$ cat src/rtl/dma_chain_pkg.sv
package dma_chain_pkg;

   // control word: status bit positions
   localparam int ST_EN_BIT   = 24;
   localparam int ST_CONT_BIT = 25;
   localparam int ST_DONE_BIT = 27;

   // control word: one-shot command bit positions
   localparam int CMD_EN_BIT   = 16;
   localparam int CMD_CONT_BIT = 17;
   localparam int CMD_DIR_BIT  = 18;
   localparam int CMD_CLR_BIT  = 19;
   localparam int CMD_RST_BIT  = 20;
   localparam int CMD_W        = CMD_RST_BIT - CMD_EN_BIT + 1;

   // pointer register file slots; bus address = slot + 1
   localparam int PI_BASE   = 0;
   localparam int PI_LIMIT  = 1;
   localparam int PI_SBASE  = 2;
   localparam int PI_SLIMIT = 3;
   localparam int PI_CBASE  = 4;
   localparam int PI_CLIMIT = 5;
   localparam int NPTR      = 6;

   localparam int REG_CTRL  = 0;

   typedef struct packed {
      logic reset;
      logic clr_done;
      logic dir;
      logic set_cont;
      logic set_en;
   } cmd_t;

endpackage

$ cat src/rtl/dma_chain_decode.sv
module dma_chain_decode
   import dma_chain_pkg::*;
#(
   parameter int ADDR_W = 3
) (
   input  logic                    bus_sel,
   input  logic                    bus_we,
   input  logic [ADDR_W-1:0]       bus_addr,
   input  logic [CMD_W-1:0]        cmd_bits,
   output cmd_t                    cmd,
   output logic [NPTR-1:0]         ptr_we
);

   logic wr;
   logic ctrl_hit;

   assign wr       = bus_sel && bus_we;
   assign ctrl_hit = wr && (bus_addr == ADDR_W'(REG_CTRL));

   always_comb begin
      cmd.set_en   = ctrl_hit && cmd_bits[CMD_EN_BIT   - CMD_EN_BIT];
      cmd.set_cont = ctrl_hit && cmd_bits[CMD_CONT_BIT - CMD_EN_BIT];
      cmd.dir      = ctrl_hit && cmd_bits[CMD_DIR_BIT  - CMD_EN_BIT];
      cmd.clr_done = ctrl_hit && cmd_bits[CMD_CLR_BIT  - CMD_EN_BIT];
      cmd.reset    = ctrl_hit && cmd_bits[CMD_RST_BIT  - CMD_EN_BIT];
   end

   for (genvar i = 0; i < NPTR; i++) begin : g_ptr_we
      assign ptr_we[i] = wr && (bus_addr == ADDR_W'(i + 1));
   end

endmodule

$ cat src/rtl/dma_chain_csr.sv
module dma_chain_csr
   import dma_chain_pkg::*;
(
   input  logic clk,
   input  logic rst_n,
   input  cmd_t cmd,
   input  logic xfer_done,
   output logic st_en,
   output logic st_cont,
   output logic st_done,
   output logic done_ok,
   output logic reload
);

   logic en_n, cont_n, done_n;

   assign done_ok = xfer_done && st_en;
   assign reload  = done_ok && st_cont;

   always_comb begin
      // enable
      if (cmd.reset)       en_n = 1'b0;
      else if (cmd.set_en) en_n = 1'b1;
      else                 en_n = st_en;
      // continuation: re-arm beats disarm by reload
      if (cmd.reset)         cont_n = 1'b0;
      else if (cmd.set_cont) cont_n = 1'b1;
      else if (reload)       cont_n = 1'b0;
      else                   cont_n = st_cont;
      // complete: new completion beats clear-complete
      if (cmd.reset)         done_n = 1'b0;
      else if (done_ok)      done_n = 1'b1;
      else if (cmd.clr_done) done_n = 1'b0;
      else                   done_n = st_done;
   end

   always_ff @(posedge clk or negedge rst_n) begin
      if (!rst_n) begin
         st_en   <= 1'b0;
         st_cont <= 1'b0;
         st_done <= 1'b0;
      end else begin
         st_en   <= en_n;
         st_cont <= cont_n;
         st_done <= done_n;
      end
   end

endmodule

$ cat src/rtl/dma_chain_ptr.sv
module dma_chain_ptr
   import dma_chain_pkg::*;
#(
   parameter int DATA_W     = 32,
   parameter int LEN_W      = 16,
   parameter int ALIGN_LOG2 = 5
) (
   input  logic                        clk,
   input  logic                        rst_n,
   input  logic [NPTR-1:0]             ptr_we,
   input  logic [DATA_W-1:0]           wdata,
   input  logic                        done_ok,
   input  logic                        reload,
   input  logic [LEN_W-1:0]            xfer_len,
   output logic [NPTR-1:0][DATA_W-1:0] ptr_q
);

   localparam int RW = LEN_W + 1;

   logic [RW-1:0]                len_rnd;
   logic [DATA_W-1:0]            len_ext;
   logic [NPTR-1:0][DATA_W-1:0]  ptr_n;

   if (ALIGN_LOG2 == 0) begin : g_no_align
      assign len_rnd = {1'b0, xfer_len};
   end else begin : g_align
      logic [RW-1:0] sum;
      assign sum     = {1'b0, xfer_len} + RW'((1 << ALIGN_LOG2) - 1);
      assign len_rnd = {sum[RW-1:ALIGN_LOG2], {ALIGN_LOG2{1'b0}}};
   end

   assign len_ext = DATA_W'(len_rnd);

   always_comb begin
      ptr_n = ptr_q;
      for (int i = 0; i < NPTR; i++) begin
         if (ptr_we[i]) ptr_n[i] = wdata;
      end
      if (done_ok) begin
         ptr_n[PI_SBASE]  = ptr_q[PI_BASE];
         ptr_n[PI_SLIMIT] = ptr_q[PI_BASE] + len_ext;
      end
      if (reload) begin
         ptr_n[PI_BASE]  = ptr_q[PI_CBASE];
         ptr_n[PI_LIMIT] = ptr_q[PI_CLIMIT];
      end
   end

   always_ff @(posedge clk or negedge rst_n) begin
      if (!rst_n) ptr_q <= '0;
      else        ptr_q <= ptr_n;
   end

endmodule

$ cat src/rtl/dma_chain_ctrl.sv
module dma_chain_ctrl
   import dma_chain_pkg::*;
#(
   parameter int DATA_W     = 32,
   parameter int ADDR_W     = 3,
   parameter int LEN_W      = 16,
   parameter int ALIGN_LOG2 = 5
) (
   input  logic              clk,
   input  logic              rst_n,
   input  logic              bus_sel,
   input  logic              bus_we,
   input  logic [ADDR_W-1:0] bus_addr,
   input  logic [DATA_W-1:0] bus_wdata,
   output logic [DATA_W-1:0] bus_rdata,
   input  logic              xfer_done,
   input  logic [LEN_W-1:0]  xfer_len,
   output logic              irq
);

   if (DATA_W < ST_DONE_BIT + 1) begin : g_chk_data_w
      $error("DATA_W too narrow for the control word");
   end
   if ((1 << ADDR_W) < NPTR + 1) begin : g_chk_addr_w
      $error("ADDR_W cannot reach every register");
   end
   if (LEN_W >= DATA_W || ALIGN_LOG2 >= LEN_W) begin : g_chk_len_w
      $error("LEN_W or ALIGN_LOG2 out of range");
   end

   cmd_t                        cmd;
   logic [NPTR-1:0]             ptr_we;
   logic [NPTR-1:0][DATA_W-1:0] ptr_q;
   logic                        st_en, st_cont, st_done;
   logic                        done_ok, reload;
   logic [DATA_W-1:0]           ctrl_word;

   dma_chain_decode #(.ADDR_W(ADDR_W)) u_dec (
      .bus_sel  (bus_sel),
      .bus_we   (bus_we),
      .bus_addr (bus_addr),
      .cmd_bits (bus_wdata[CMD_RST_BIT:CMD_EN_BIT]),
      .cmd      (cmd),
      .ptr_we   (ptr_we)
   );

   dma_chain_csr u_csr (
      .clk       (clk),
      .rst_n     (rst_n),
      .cmd       (cmd),
      .xfer_done (xfer_done),
      .st_en     (st_en),
      .st_cont   (st_cont),
      .st_done   (st_done),
      .done_ok   (done_ok),
      .reload    (reload)
   );

   dma_chain_ptr #(
      .DATA_W     (DATA_W),
      .LEN_W      (LEN_W),
      .ALIGN_LOG2 (ALIGN_LOG2)
   ) u_ptr (
      .clk      (clk),
      .rst_n    (rst_n),
      .ptr_we   (ptr_we),
      .wdata    (bus_wdata),
      .done_ok  (done_ok),
      .reload   (reload),
      .xfer_len (xfer_len),
      .ptr_q    (ptr_q)
   );

   always_comb begin
      ctrl_word              = '0;
      ctrl_word[ST_EN_BIT]   = st_en;
      ctrl_word[ST_CONT_BIT] = st_cont;
      ctrl_word[ST_DONE_BIT] = st_done;
   end

   always_comb begin
      bus_rdata = '0;
      if (bus_addr == ADDR_W'(REG_CTRL)) bus_rdata = ctrl_word;
      for (int i = 0; i < NPTR; i++) begin
         if (bus_addr == ADDR_W'(i + 1)) bus_rdata = ptr_q[i];
      end
   end

   assign irq = st_done;

endmodule

$ cat config.mk
export PLATFORM = sky130hd
export DESIGN_NAME = dma_chain_ctrl
export DESIGN_NICKNAME = d
export VERILOG_FILES = /design/src/rtl/dma_chain_pkg.sv /design/src/rtl/dma_chain_decode.sv /design/src/rtl/dma_chain_csr.sv /design/src/rtl/dma_chain_ptr.sv /design/src/rtl/dma_chain_ctrl.sv
export SDC_FILE = /design/constraint.sdc
export NUM_CORES = 1
export LEC_CHECK = 0
export BUFFER_PORTS_ARGS = -buffer_cell sky130_fd_sc_hd__buf_2
export CAP_MARGIN = 30
export CELL_PAD_IN_SITES_DETAIL_PLACEMENT = 1
export CELL_PAD_IN_SITES_GLOBAL_PLACEMENT = 1
export CORE_ASPECT_RATIO = 1.1
export CORE_MARGIN = 2
export CORE_UTILIZATION = 52
export CTS_CLUSTER_DIAMETER = 100
export DETAILED_ROUTE_END_ITERATION = 8
export PLACE_DENSITY_LB_ADDON = 0.1
export SLEW_MARGIN = 10
export SYNTH_ARGS = -nofsm -noshare
export SYNTH_HDL_FRONTEND = slang
export SYNTH_HIERARCHICAL = 1
export SYNTH_SLANG_ARGS = --single-unit
$ cat constraint.sdc
create_clock -name clk -period 5.9 [get_ports clk]
set_clock_uncertainty 0.1 [all_clocks]
set_input_delay 1.18 -clock clk [delete_from_list [all_inputs] [get_ports clk]]
set_output_delay 1.18 -clock clk [all_outputs]
set_load 0.01 [all_outputs]
==> impl_metrics.tcl <==
set metrics [dict create \
    status "complete, no violations" \
    post_cts_buffers 0 \
    hold_viol_final 0 \
    dieArea_mm2 0.0225 \
    cts_resized 0 \
    num_rows 56 \
    clockBufferDepth 2 \
    busiest_layer "met2" \
    syn_avg_cell_area_um2 10.3 \
    cts_num_sinks 195 \
    maxCapViolCount 0 \
    initial_utilization 0.524 \
    finalCritPeriodShare 0.777 \
    track_usage 0.287 \
    hpwl_mm 19.7 \
    setup_viol 0 \
    power_leakage_uw 0.00494 \
    crit_arrival_ps 3310 \
    crit_fanout 33 \
    yosys_warnings 6 \
    layout_min_cycle_time_ps 4590 \
    cts_made_buffers 17 \
    grt_first_pass_wirelength_mm 50.3 \
    drc 0 \
    placed_area_mm2 0.0117 \
    use_met1 0.380 \
    slowest_stage "nor2b_4" \
    grt_pass1_vias 9122 \
    h-tree-depth 4 \
    ant_nets 0 \
    tritoncts "yes" \
    num-fill-cells 2351 \
    fin_area_mm2 0.0123 \
    io_pins 89 \
    cp_slowest_stage_delay_ps 840 \
    core-area_mm2 0.0212 \
    fmax_mhz 218 \
    final_common_cell "dfrtp_1" \
    dp_slack_ps 1260 \
    antennaDiodeCount 0 \
    antenna_found_initial 0 \
    path_class "in -> out" \
    worstSetupStartpointType "input port" \
    gr-usage-met2 0.507 \
    gp_congestion 0.824 \
    relSlewSlack 0.402 \
    insertion_delay_ps 440 \
    layout.nets 1180 \
    hold_path_depth 2 \
    port_buffers 88 \
    overflow 0 \
    drt-initial-drc-count 436 \
    setup_ws_ps 1310 \
    drt_wl_total_mm 31.2 \
    drv_slew 0 \
    fin_tns_setup_ps 0 \
    cts_hold_buf 0 \
    clk_pin_slew_ps 70 \
    dr.pass1.iters 5 \
    wire_per_inst_um 22.1 \
    required_ps 4620 \
    max_slew.worst_pin.slew_ps 896 \
    viasPerCell 6.13 \
    reg2regPathDepth 8 \
    syn-num-nets 1142 \
    dr_total_vias 8670 \
    path_cells "buf_2 -> buf_4 -> nor2b_4 -> buf_4 -> a2bb2oi_1 -> a21oi_1 -> buf_2" \
    post_route_cells_drive_above_1_share 0.226 \
    grt_setup_unrepaired "false" \
    power.total_uw 5090 \
    ir_drop_v 0.000256 \
    powerDensity_mw_per_mm2 414 \
    chipWidth_um 143 \
    holdCritPathClass "reg -> reg" \
    end_kind "primary output" \
    syn_area_mm2 0.0111 \
    final_cell_mix "dfrtp_1, mux2i_1, nand2_1, o21ai_0, mux2_2" \
    use_met3 0.0283 \
    cts-root-buf "clkbuf_16" \
    grt_max_degree 88 \
    syn_inst 1073 \
    fp.dieH_um 157 \
    syn_to_final_growth_pct 10.7 \
]
[metal layers]
metal,up-vias,wire length [um]
met5,-,0
met2,152,15800
met4,0,456
met3,32,790
met1,4504,14100
li1,3982,-
[state kept, by name (all words and copies together), names as in the netlist]
name	flops
u_csr/st_en	1
u_csr/st_done	1
u_ptr/ptr_q	192
u_csr/st_cont	1
[through the flow]
stage | std cells | hold slack, ps | util
after floorplan | 1073 | 366 | -
after global placement | 1381 | 387 | 0.552
after detailed placement | 1382 | 401 | 0.553
after CTS | 1414 | 417 | 0.580
after global routing | 1414 | 454 | 0.580
final | 1414 | 416 | 0.580
[critical path, delay by kind of cell]
family / cells / cell delay (ps)
buffers and inverters: 4 / 960
and+or+nand+nor: 1 / 840
AOI/OAI and AO/OA: 2 / 310
[final timing paths]
kind / start / endpoint / slack [ps]
hold / removal: u_ptr/ptr_q[135]$_DFFE_PN0P_ / u_ptr/ptr_q[7]$_DFFE_PN0P_ / 420
setup / recovery: bus_addr[0] / bus_rdata[4] / 1310
min in group asynchronous: rst_n / u_ptr/ptr_q[43]$_DFFE_PN0P_ / 670
max in group asynchronous: rst_n / u_ptr/ptr_q[31]$_DFFE_PN0P_ / 3790
setup reg to reg: u_ptr/ptr_q[5]$_DFFE_PN0P_ / u_ptr/ptr_q[115]$_DFFE_PN0P_ / 3220
hold reg to reg: u_ptr/ptr_q[135]$_DFFE_PN0P_ / u_ptr/ptr_q[7]$_DFFE_PN0P_ / 420
[report_power, final]
| part | switching [uW] | total (uW) | internal (uW) | leakage (uW) |
|---|---|---|---|---|
| combinational | 832 | 1620 | 790 | 0.00227 |
| sequential | 461 | 2320 | 1860 | 0.00239 |
| clock | 564 | 1140 | 578 | 0.000277 |
[layout make-up]
cell class,count,area [um2],area share
Clock inverter,13,120,0.00979
Timing Repair Buffer,107,614,0.0501
Clock buffer,19,453,0.0369
Sequential cell,195,4880,0.398
Inverter,6,23.8,0.00194
Tap cell,290,363,0.0296
Multi-Input combinational cell,784,5820,0.474
No activity file was read; power rests on OpenSTA's default activity.
